File: src/rtl/msglen_pkg.sv
package msglen_pkg;
  localparam int BYTE_W = 8;
  localparam int N_LANES = 2;
  typedef logic [BYTE_W-1:0] byte_t;
  typedef struct packed {
    logic  got;
    byte_t val;
  } lane_t;
endpackage

File: src/rtl/msglen_pos_cnt.sv
module msglen_pos_cnt #(
  parameter int CNT_W = 12
) (
  input  logic             clk,
  input  logic             rst_n,
  input  logic             sop,
  input  logic             byte_vld,
  output logic [CNT_W-1:0] pos_eff
);
  localparam logic [CNT_W-1:0] POS_MAX = {CNT_W{1'b1}};

  logic [CNT_W-1:0] cnt_q, cnt_d;

  always_comb begin
    pos_eff = sop ? '0 : cnt_q;
    cnt_d   = cnt_q;
    if (byte_vld) begin
      cnt_d = (pos_eff == POS_MAX) ? pos_eff : pos_eff + 1'b1;
    end else if (sop) begin
      cnt_d = '0;
    end
  end

  always_ff @(posedge clk or negedge rst_n) begin
    if (!rst_n) cnt_q <= '0;
    else        cnt_q <= cnt_d;
  end
endmodule

File: src/rtl/msglen_lane.sv
module msglen_lane
  import msglen_pkg::*;
#(
  parameter int CNT_W = 12
) (
  input  logic             clk,
  input  logic             rst_n,
  input  logic             sop,
  input  logic             take,
  input  logic             gate,
  input  logic [CNT_W-1:0] pos_eff,
  input  logic [CNT_W-1:0] target,
  input  byte_t            data,
  output lane_t            st
);
  lane_t st_q, st_d, base;

  always_comb begin
    base = sop ? '0 : st_q;
    st_d = base;
    if (take && gate && !base.got && (pos_eff == target)) begin
      st_d.got = 1'b1;
      st_d.val = data;
    end
  end

  always_ff @(posedge clk or negedge rst_n) begin
    if (!rst_n) st_q <= '0;
    else        st_q <= st_d;
  end

  assign st = st_q;
endmodule

File: src/rtl/msg_len_extract.sv
module msg_len_extract
  import msglen_pkg::*;
#(
  parameter int OFS_W = 11
) (
  input  logic             clk,
  input  logic             rst_n,
  input  logic             enable,
  input  logic             sop,
  input  logic             pkt_end,
  input  logic             byte_vld,
  input  logic [7:0]       byte_data,
  input  logic [OFS_W-1:0] len_ofs,
  output logic [15:0]      msg_len,
  output logic [31:0]      desc_len_word,
  output logic             lsb_done,
  output logic             msb_done,
  output logic             done
);
  localparam int CNT_W = OFS_W + 1;

  logic [CNT_W-1:0]   pos_eff;
  logic [CNT_W-1:0]   base_tgt;
  logic               take;
  logic [N_LANES-1:0] gate;
  lane_t              lanes [N_LANES];

  // Boundary marker is accepted but counting is deliberately blind to it.
  logic unused_pkt_end;
  assign unused_pkt_end = pkt_end;

  assign take     = byte_vld & enable;
  assign base_tgt = {1'b0, len_ofs};

  msglen_pos_cnt #(.CNT_W(CNT_W)) u_pos (
    .clk      (clk),
    .rst_n    (rst_n),
    .sop      (sop),
    .byte_vld (byte_vld),
    .pos_eff  (pos_eff)
  );

  for (genvar g = 0; g < N_LANES; g++) begin : g_lane
    if (g == 0) begin : g_first
      assign gate[g] = 1'b1;
    end else begin : g_next
      assign gate[g] = lanes[g-1].got;
    end

    msglen_lane #(.CNT_W(CNT_W)) u_lane (
      .clk     (clk),
      .rst_n   (rst_n),
      .sop     (sop),
      .take    (take),
      .gate    (gate[g]),
      .pos_eff (pos_eff),
      .target  (base_tgt + CNT_W'(g)),
      .data    (byte_data),
      .st      (lanes[g])
    );
  end

  assign msg_len       = {lanes[1].val, lanes[0].val};
  assign desc_len_word = {lanes[1].val, lanes[0].val, 16'h0000};
  assign lsb_done      = lanes[0].got;
  assign msb_done      = lanes[1].got;
  assign done          = lanes[0].got & lanes[1].got;
endmodule

File: config.mk
export PLATFORM = sky130hd
export DESIGN_NAME = msg_len_extract
export DESIGN_NICKNAME = d
export VERILOG_FILES = /design/src/rtl/msglen_pkg.sv /design/src/rtl/msglen_pos_cnt.sv /design/src/rtl/msglen_lane.sv /design/src/rtl/msg_len_extract.sv
export SDC_FILE = /design/constraint.sdc
export NUM_CORES = 1
export LEC_CHECK = 0
export ABC_AREA = 1
export CAP_MARGIN = 30
export CORE_ASPECT_RATIO = 1.2
export CORE_UTILIZATION = 60
export CTS_CLUSTER_SIZE = 16
export DETAILED_ROUTE_END_ITERATION = 10
export DONT_BUFFER_PORTS = 1
export PLACE_DENSITY = 0.76
export SYNTH_ARGS = -nofsm -noshare
export SYNTH_HDL_FRONTEND = slang
export SYNTH_SLANG_ARGS = --single-unit
File: constraint.sdc
create_clock -name clk -period 3.3 [get_ports clk]
set_input_delay 0.66 -clock clk [delete_from_list [all_inputs] [get_ports clk]]
set_output_delay 0.66 -clock clk [all_outputs]
set_load 0.02 [all_outputs]
==> flow_summary_export.csv, run 1 <==
group,metric,value,unit
timing,fin_skew,0.00754,ns
yosys,avgSynthCellArea,6.76,um2
floorplan,die_w,61.9,um
critical_path,cp_max_fo,34,
pwr,totalPowerFinal,0.766,mW
timing,max-slew-margin-rel,65.4,%
route,via_per_inst,5.39,
critical_path,slowest_stage,"nor3_2",
clock_network,cts-resized-gates,0,
finish,fillers,398,
route,postRouteAntennaNets,0,
route,firstDrtPassIters,4,
critical_path,critical_path_required,3.47,ns
placed_design,hpwl,4.65,mm
global_routing,grtUsageMet2,49.2,%
global_routing,grt.overflow.total,0,
finish,layoutNonFillerInstCount,420,
critical_path,cp.buffers_inverters,3,
global_routing,grt_pass1_vias,2082,
critical_path,cp_common_cell,"nand2_2",
global_routing,grt_pass1_wl,9.23,mm
clock_network,cts_max_path_buffers,2,
timing,hold_viol,0,
pwr,cellPowerDensity,307,nW/um2
yosys,ys_types,34,
global_routing,grt_use_met3,5.11,%
global_routing,grt_usage,28.0,%
finish,final_nets,393,
clock_network,ctsHoldBuffers,0,
critical_path,rr_startpoint,"u_pos.cnt_q[1]",
floorplan,coreArea,4040,um2
critical_path,cpPeakStageDelay,0.23,ns
yosys,yosysTopAreaCell,"dfrtp_1",
critical_path,start_kind,"primary input",
global_routing,antenna_found_initial,0,
timing,worst_pin_slew,0.518,ns
finish,area_delta_synth_final,-3.39,%
clock_network,cts.clk_slew.worst_paths,0.07,ns
yosys,ys_ff_latch,30,
run_status,status,"finished, final reports clean",
critical_path,path_class,"in2reg",
yosys,syn_inst,382,
route,vias,2265,
critical_path,crit_chain,"inv_8 > nand2_2 > inv_2 > ha_1 > inv_1 > nor3_2 > nand2_2 > nor2_4 > nand4_2 > nand2_2 > nor2_1 > nand2_1 > nand2_1",
clock_network,cts.sinks,30,
timing,min_period,2.29,ns
pwr,peakVddDrop,0.000115,V
clock_network,clock_latency,0.28,ns
finish,layout-drive-gt1-share,11.7,%
floorplan,die_area,4570,um2
placed_design,gp_congestion,0.955,
route,drt-wirelength-per-cell,14.2,um
clock_network,cts_made_buffers,5,
placed_design,port_buffers,0,
route,drt-initial-drc-count,162,
pwr,p_leak,1.44,nW
yosys,yosysSeqAreaShare,29.1,%
timing,setup_viol,0,
flow_run,cap_violations,0,
route,totalWireLength,5.95,mm
placed_design,dpl.cell_count,413,
yosys,synth.top_cell.area_share,29.1,%
timing,fin_setup_tns,0,ns
critical_path,startpoint,"sop",
yosys,netlist_area,2580,um2
global_routing,gr-usage-met1,32.1,%
clock_network,cts_tree,"built",
floorplan,ios,76,
yosys,yosys-top-cells-area,"dfrtp_1 29%, nand2_1 18%, nand3_1 10%",
critical_path,end_kind,"flip-flop",
route,drc_errors,0,
yosys,yosysWarnings,0,
critical_path,arrival,2.46,ns
timing,clock.fmax,437,MHz
timing,fin_crit_sh,69.3,%
timing,rsz0062_at_grt,"no",
floorplan,start_util,64.0,%
clock_network,ctsRootBufferMaster,"clkbuf_8",
global_routing,grt-busiest-layer,"met2",
critical_path,cp_top_family,"simple AND/OR/NAND/NOR gates",
timing,slew_violations,0,
global_routing,grt_max_degree,35,
floorplan,rows,25,
clock_network,htreeDepth,2,
min_path,min_path_type,"in2async",
finish,utilization,61.8,%
clock_network,cts_setup_buffers,0,
floorplan,die_height,73.9,um
finish,diodes,0,
==> synthesized netlist by cell type, drive strengths merged <==
master    n
nand2   143
nand3    54
inv      40
buf      36
nor2     34
dfrtp    30
o21ai    11
nor3      8
nand4     6
xor2      5
nand3b    3
a21oi     2
clkbuf    2
ha        2
xnor2     2
clkinv    1
conb      1
nor4      1
o31ai     1
==> power by group <==
part | internal [mW] | leakage (nW) | switching, mW | total [mW]
registers | 0.372 | 0.415 | 0.00420 | 0.376
logic | 0.0305 | 0.979 | 0.0783 | 0.109
clock network | 0.141 | 0.0438 | 0.140 | 0.281
==> registers in the layout, indices dropped and copies added (netlist names) <==
signal	count
g_lane.u_lane.st	18
u_pos.cnt_q	12
==> worst paths after layout <==
kind	end	slack [ns]	cells after the start
hold / removal	g_lane[0].u_lane.st[7]	0.06	0
setup reg to reg	u_pos.cnt_q[6]	1.23	12
setup / recovery	u_pos.cnt_q[6]	1.01	13
min in group clk	u_pos.cnt_q[2]	0.48	1
hold reg to reg	u_pos.cnt_q[10]	0.53	2
max in group asynchronous	u_pos.cnt_q[11]	3.15	0
==> cells in the final DEF (no fill, tap or decap), types with 2 or more instances in the layout <==
cell type / n
a21oi_1: 2
clkbuf_8: 5
clkinv_2: 2
conb_1: 16
dfrtp_1: 30
ha_1: 2
inv_1: 37
inv_2: 2
nand2_1: 125
nand2_2: 12
nand2_4: 6
nand3_1: 53
nand3b_4: 2
nand4_1: 5
nor2_1: 27
nor2_2: 3
nor2_4: 4
nor3_1: 4
nor3_2: 3
o21ai_0: 9
o21ai_1: 2
xnor2_1: 2
xor2_1: 5
==> layer usage <==
metal / share of wire, % / vias to the layer above / wire, um
met3: 4.9 / 12 / 290
li1: - / 1126 / -
met5: 0 / - / 0
met4: 2.4 / 0 / 142
met2: 52 / 69 / 3070
met1: 41 / 1058 / 2450
==> cells by family (layout without fill, tap and decap cells) <==
group | Yosys count | count (layout) | share of synthesized area, %
simple gates | 249 | 249 | 47.1
buf+inv | 79 | 48 | 17.5
flops | 30 | 30 | 29.1
compound gates | 14 | 14 | 2.81
xor+xnor | 7 | 7 | 2.38
fa+ha+maj | 2 | 2 | 0.969
other cells | 1 | 16 | 0.145
==> layout make-up <==
class / count / area, um2 / area share, %
clock buffer: 5 / 68.8 / 2.76
clock inverter: 2 / 10.0 / 0.401
inverter: 41 / 161 / 6.47
multi-input combinational: 288 / 1440 / 57.6
sequential: 30 / 751 / 30.1
tap: 54 / 67.6 / 2.71
==> per-stage QoR <==
stage               worst slack, ns  hold slack (ns)  cell area, um2
floorplan                      1.11            0.364            2640
global placement              0.740            0.365            2410
CTS                            1.01           0.0608            2490
finish                         1.01           0.0640            2490
detailed placement            0.720            0.365            2410
global route                  0.837           0.0526            2490
Note: power is estimated with default switching activity, not from simulation.
==> run 2, diff against run 1 <==
--- a/config.mk
+++ b/config.mk
@@ -8,7 +8,7 @@
 export ABC_AREA = 1
 export CAP_MARGIN = 30
 export CORE_ASPECT_RATIO = 1.2
-export CORE_UTILIZATION = 60
+export CORE_UTILIZATION = 58
 export CTS_CLUSTER_SIZE = 16
 export DETAILED_ROUTE_END_ITERATION = 10
 export DONT_BUFFER_PORTS = 1
==> constraint.sdc (replaced) <==
create_clock -name clk -period 2 [get_ports clk]
set_input_delay 0.4 -clock clk [delete_from_list [all_inputs] [get_ports clk]]
set_output_delay 0.4 -clock clk [all_outputs]
set_load 0.02 [all_outputs]
==> run 2 against run 1 <==
Total power increased by 79%; global-route usage decreased by 2.3 points; die area increased by 3.3%; critical path type is now reg2reg; critical endpoint is now u_pos.cnt_q[8].
==> flow_summary_export.csv, run 2 (synthesized netlist as in run 1, its figures left out) <==
group,metric,value,unit
run_status,status,"finished, final reports clean",
clock_network,cts_max_path_buffers,2,
critical_path,crit_chain,"inv_1 > nor2_2 > ha_2 > inv_2 > nor3_4 > nand2_2 > nor2_4 > nand4_4 > buf_4 > nand3_1 > nand2_1 > nand2_1",
critical_path,cp_num_cells,12,
clock_network,clock_latency,0.29,ns
pwr,switching_power,0.404,mW
pwr,peakVddDrop,0.000324,V
finish,largest_register_ffs,18,
placed_design,pre_cts_slack,0.0689,ns
timing,fin_crit_sh,93.9,%
floorplan,rows,26,
route,drc_errors,0,
global_routing,grt_max_degree,31,
critical_path,cp_common_cell,"nand2_1",
timing,clock.fmax,532,MHz
finish,final_common_cell,"nand2_1",
min_path,min_path_type,"in2reg",
pwr,intPower,0.964,mW
timing,fin_skew,0.0156,ns
clock_network,cts_made_buffers,5,
critical_path,cp.buffers_inverters,3,
placed_design,dpl-instance-area,2470,um2
critical_path,rr_worst_depth,12,
critical_path,critical_path_required,2.23,ns
critical_path,cp_max_fo,7,
route,vias,2250,
critical_path,path_class,"reg2reg",
floorplan,coreArea,4260,um2
global_routing,antenna_found_initial,0,
timing,setup_slack,0.121,ns
critical_path,slowest_stage,"dfrtp_1",
finish,layout-drive-gt1-share,15.3,%
timing,slew_violations,0,
global_routing,grt_pass1_vias,2068,
pwr,totalPowerFinal,1.37,mW
route,drt-initial-drc-count,92,
flow_run,cap_violations,0,
pwr,pwr-share-seq,45.3,%
timing,worst_pin_slew,0.579,ns
clock_network,ctsRootBufferMaster,"clkbuf_8",
floorplan,die_area,4720,um2
pwr,pwr-share-clk,38.5,%
timing,setup_viol,0,
finish,diodes,0,
route,via_per_inst,5.17,
placed_design,port_buffers,0,
floorplan,die_height,75.1,um
route,firstDrtPassIters,4,
critical_path,end_kind,"flip-flop",
global_routing,grt.overflow.total,0,
critical_path,cpPeakStageDelay,0.35,ns
floorplan,die_w,62.9,um
critical_path,start_kind,"flip-flop",
placed_design,gp_congestion,0.891,
placed_design,hpwl,4.56,mm
clock_network,cts.sinks,30,
timing,hold_viol,0,
pwr,cellPowerDensity,515,nW/um2
floorplan,ios,76,
floorplan,start_util,60.6,%
route,totalWireLength,5.93,mm
timing,max-slew-margin-rel,61.3,%
pwr,p_leak,1.53,nW
min_path,min_path_cells,1,
route,postRouteAntennaNets,0,
global_routing,grt_pass1_wl,9.32,mm
timing,min_period,1.88,ns
global_routing,grt_usage,25.7,%
critical_path,cp_top_family,"simple AND/OR/NAND/NOR gates",
clock_network,htreeDepth,2,
pwr,comb_power_share,16.3,%
finish,fin_area,2660,um2
pwr,switching_share,29.5,%
clock_network,cts_tree,"built",
route,drt-wirelength-per-cell,13.6,um
critical_path,arrival,2.11,ns
clock_network,cts.clk_slew.worst_paths,0.08,ns
finish,area_delta_synth_final,2.86,%
finish,mostFrequentLayoutCells,"125 x nand2_1, 53 x nand3_1, 36 x inv_1",
finish,final_nets,405,
run 2: metrics by stage:
step / hold slack, ns / instances / TNS (ns) / util, %
floorplan: 0.104 / 397 / 0 / -
global placement: 0.105 / 421 / 0 / 58.1
detailed placement: 0.105 / 421 / 0 / 58.1
CTS: 0.204 / 431 / 0 / 61.0
global route: 0.198 / 435 / -0.0238 / 62.3
finish: 0.203 / 435 / 0 / 62.3
run 2: path summary, 6_finish.rpt:
path	startpoint	end	slack, ns
worst max-delay path	u_pos.cnt_q[1]	u_pos.cnt_q[8]	0.12
worst min-delay path	sop	g_lane[1].u_lane.st[8]	0.20
worst max register to register	u_pos.cnt_q[1]	u_pos.cnt_q[8]	0.12
worst min register to register	u_pos.cnt_q[11]	u_pos.cnt_q[10]	0.55
max in group asynchronous	rst_n	g_lane[1].u_lane.st[7]	1.25
min in group asynchronous	rst_n	g_lane[1].u_lane.st[8]	0.57
run 2: timing repair:
item,in CTS,in global routing
resized for setup,0,6
endpoints found under the setup margin,0,8
hold endpoints to repair,30,0
buffers inserted,0,4
hold buffers,2,0
run 2: final cells by class:
type | count | area (um2)
fillers | 402 | 1610
multi-input cells | 288 | 1460
flip-flops and latches | 30 | 751
inverters | 41 | 161
repair buffers | 12 | 118
clock buffers | 6 | 82.6
well taps | 56 | 70.1
clock inverters | 2 | 12.5
run 2: worst reg2reg max path: cells and delay by family (launching register included):
family                   cells  cell delay (ns)
buffers and inverters        3             0.30
adder cells (fa/ha/maj)      1             0.20
AND/OR/NAND/NOR              8             0.97
flip-flops                   1             0.35
run 2: per-layer routing:
metal / up-vias / part of all wire (%) / GRT usage (%) / wire length [um]
met5: - / 0 / 0 / 0
li1: 1143 / - / - / -
met2: 79 / 52 / 48.4 / 3070
met3: 15 / 7.0 / 6.67 / 417
met4: 0 / 2.3 / 11.6 / 136
met1: 1013 / 39 / 27.2 / 2310
run 2: power groups by stage:
stage          Clock [mW]  Combinational (mW)  Sequential, mW
3_3_place_gp            0               0.190           0.630
6_report            0.527               0.223           0.619
5_1_grt             0.559               0.247           0.620
4_1_cts             0.532               0.212           0.619
2_1_floorplan           0               0.189           0.631
3_5_place_dp            0               0.192           0.630
==> run 3, diff against run 2 <==
--- a/config.mk
+++ b/config.mk
@@ -7,12 +7,14 @@
 export LEC_CHECK = 0
 export ABC_AREA = 1
 export CAP_MARGIN = 30
+export CELL_PAD_IN_SITES_DETAIL_PLACEMENT = 0
+export CELL_PAD_IN_SITES_GLOBAL_PLACEMENT = 1
 export CORE_ASPECT_RATIO = 1.2
-export CORE_UTILIZATION = 58
+export CORE_UTILIZATION = 40
 export CTS_CLUSTER_SIZE = 16
 export DETAILED_ROUTE_END_ITERATION = 10
 export DONT_BUFFER_PORTS = 1
-export PLACE_DENSITY = 0.76
+export PLACE_DENSITY_LB_ADDON = 0.1
 export SYNTH_ARGS = -nofsm -noshare
 export SYNTH_HDL_FRONTEND = slang
 export SYNTH_SLANG_ARGS = --single-unit
==> run 3 against run 2 <==
Global-route usage fell by 5.2 points; first-iteration DRC count fell by 12%; clock power rose by 19%; cell count rose by 6.0%; worst setup slack improved by 0.12 ns; register-to-register slack improved by 0.12 ns; die area rose by 44%; clock-buffer cell count fell by 1; clock skew fell by 0.0074 ns; maximum frequency rose by 6.6%; flip-flop and latch count did not move; routed wire length rose by 11%; critical endpoint is now u_pos.cnt_q[10].
==> flow_summary_export.csv, run 3 (synthesized netlist as in run 1, its figures left out) <==
group,metric,value,unit
run_status,status,"finished, final reports clean",
finish,mostFrequentLayoutCells,"125 x nand2_1, 53 x nand3_1, 37 x inv_1",
global_routing,grt_pass1_wl,10.3,mm
placed_design,dpl.cell_count,450,
flow_run,cap_violations,0,
critical_path,critical_path_required,2.22,ns
clock_network,cts_max_path_buffers,2,
route,drc_errors,0,
route,totalWireLength,6.60,mm
global_routing,grt_pass1_vias,2108,
critical_path,rr_worst_depth,12,
floorplan,start_util,42.1,%
finish,fin_area,2690,um2
finish,final_common_cell,"nand2_1",
timing,hold_viol,0,
global_routing,antenna_found_initial,0,
placed_design,hpwl,5.15,mm
floorplan,rows,31,
timing,fin_crit_sh,88.1,%
timing,fin_setup_tns,0,ns
pwr,intPower,1.05,mW
timing,setup_viol,0,
route,vias,2182,
critical_path,cpPeakStageDelay,0.35,ns
min_path,worstHoldEndpoint,"u_pos.cnt_q[9]",
placed_design,port_buffers,0,
global_routing,grt-busiest-layer,"met2",
floorplan,die_height,90.0,um
clock_network,cts.sinks,30,
clock_network,cts.clk_slew.worst_paths,0.08,ns
pwr,pwr-share-clk,42.9,%
route,firstDrtPassIters,4,
route,drt-initial-drc-count,81,
pwr,totalPowerFinal,1.46,mW
timing,fin_skew,0.00821,ns
finish,diodes,0,
clock_network,cts_made_buffers,5,
clock_network,cts_tree,"built",
finish,layout-drive-gt1-share,14.5,%
global_routing,grt_usage,20.5,%
placed_design,dpl-instance-area,2530,um2
clock_network,clock_latency,0.29,ns
pwr,cellPowerDensity,544,nW/um2
pwr,pwr-share-seq,42.3,%
floorplan,ios,76,
critical_path,rr_startpoint,"u_pos.cnt_q[1]",
critical_path,arrival,1.98,ns
finish,layoutNonFillerInstCount,461,
critical_path,crit_chain,"inv_1 > nor2_1 > ha_1 > inv_1 > nor3_4 > nand2_2 > nor2_4 > buf_4 > nand2_1 > nor2_1 > o21ai_0 > o21ai_0",
finish,largest_register_ffs,18,
pwr,switching_share,28.5,%
placed_design,gp_congestion,0.840,
route,postRouteAntennaNets,0,
critical_path,start_kind,"flip-flop",
critical_path,cp_max_fo,3,
finish,final_nets,405,
timing,min_period,1.76,ns
pwr,p_leak,1.54,nW
critical_path,r2r_setup_slack,0.24,ns
pwr,comb_power_share,14.8,%
global_routing,gr-usage-met1,23.6,%
route,via_per_inst,4.73,
timing,rsz0062_at_grt,"no",
critical_path,path_class,"reg2reg",
critical_path,timing.rr.end,"u_pos.cnt_q[10]",
clock_network,htreeDepth,2,
timing,worst_hold_slack,0.210,ns
global_routing,grtUsageMet2,36.5,%
pwr,switching_power,0.417,mW
floorplan,die_w,75.3,um
critical_path,slowest_stage,"dfrtp_1",
route,drt-wirelength-per-cell,14.3,um
floorplan,die_area,6780,um2
min_path,hold_start,"byte_vld",
global_routing,grt_max_degree,31,
clock_network,ctsRootBufferMaster,"clkbuf_8",
timing,clock.fmax,567,MHz
finish,area_delta_synth_final,4.27,%
critical_path,end_kind,"flip-flop",
global_routing,grt.overflow.total,0,
min_path,min_path_type,"in2reg",
floorplan,coreArea,6130,um2
global_routing,grt_use_met3,4.26,%
pwr,peakVddDrop,0.000216,V
timing,slew_violations,0,
min_path,min_path_cells,1,
==> run 3: through the flow <==
step | utilization [%] | worst slack [ns]
after floorplan | - | 0.0735
after global placement | 41.3 | 0.0896
after detailed placement | 41.3 | 0.0908
after CTS | 43.5 | 0.119
after global routing | 43.9 | 0.0230
final | 43.9 | 0.237
==> run 3: layout make-up <==
type | instances | area [um2]
inverters | 41 | 161
clock inverters | 3 | 40.0
repair buffers | 12 | 118
clock buffers | 5 | 68.8
well taps | 82 | 103
multi-input cells | 288 | 1450
flip-flops and latches | 30 | 751
fillers | 708 | 3440
==> run 3: worst max-delay path, delay by kind of cell (launching register included) <==
| kind | cells | cell delay, ns |
|---|---|---|
| flops | 1 | 0.35 |
| compound gates | 2 | 0.16 |
| fa+ha+maj | 1 | 0.20 |
| buf+inv | 3 | 0.25 |
| simple gates | 6 | 0.73 |
==> run 3: power groups by stage <==
stage	Sequential [mW]	Combinational, mW	Clock [mW]
global placement	0.632	0.191	0
detailed placement	0.632	0.191	0
floorplan	0.631	0.189	0
finish	0.619	0.217	0.627
global route	0.619	0.242	0.676
CTS	0.620	0.212	0.647
==> run 3: worst max-delay path by stage <==
stage / start / end / slack, ns
final: u_pos.cnt_q[1] / u_pos.cnt_q[10] / 0.24
after global routing: u_pos.cnt_q[1] / u_pos.cnt_q[9] / 0.02
after CTS: u_pos.cnt_q[1] / u_pos.cnt_q[2] / 0.12
after detailed placement: sop / u_pos.cnt_q[2] / 0.09
after global placement: sop / u_pos.cnt_q[9] / 0.09
after floorplan: sop / u_pos.cnt_q[6] / 0.07
==> run 3: per-layer routing <==
layer | vias up | routed length (um)
met5 | - | 0
met4 | 0 | 124
met3 | 10 | 320
met2 | 46 | 3390
met1 | 979 | 2760
li1 | 1147 | -
==> run 3: what timing repair did <==
item | in CTS | in global routing
resized for setup | 0 | 2
hold buffers | 2 | 0
buffers inserted | 0 | 1
setup endpoints to repair | 0 | 11
hold endpoints to repair | 30 | 0
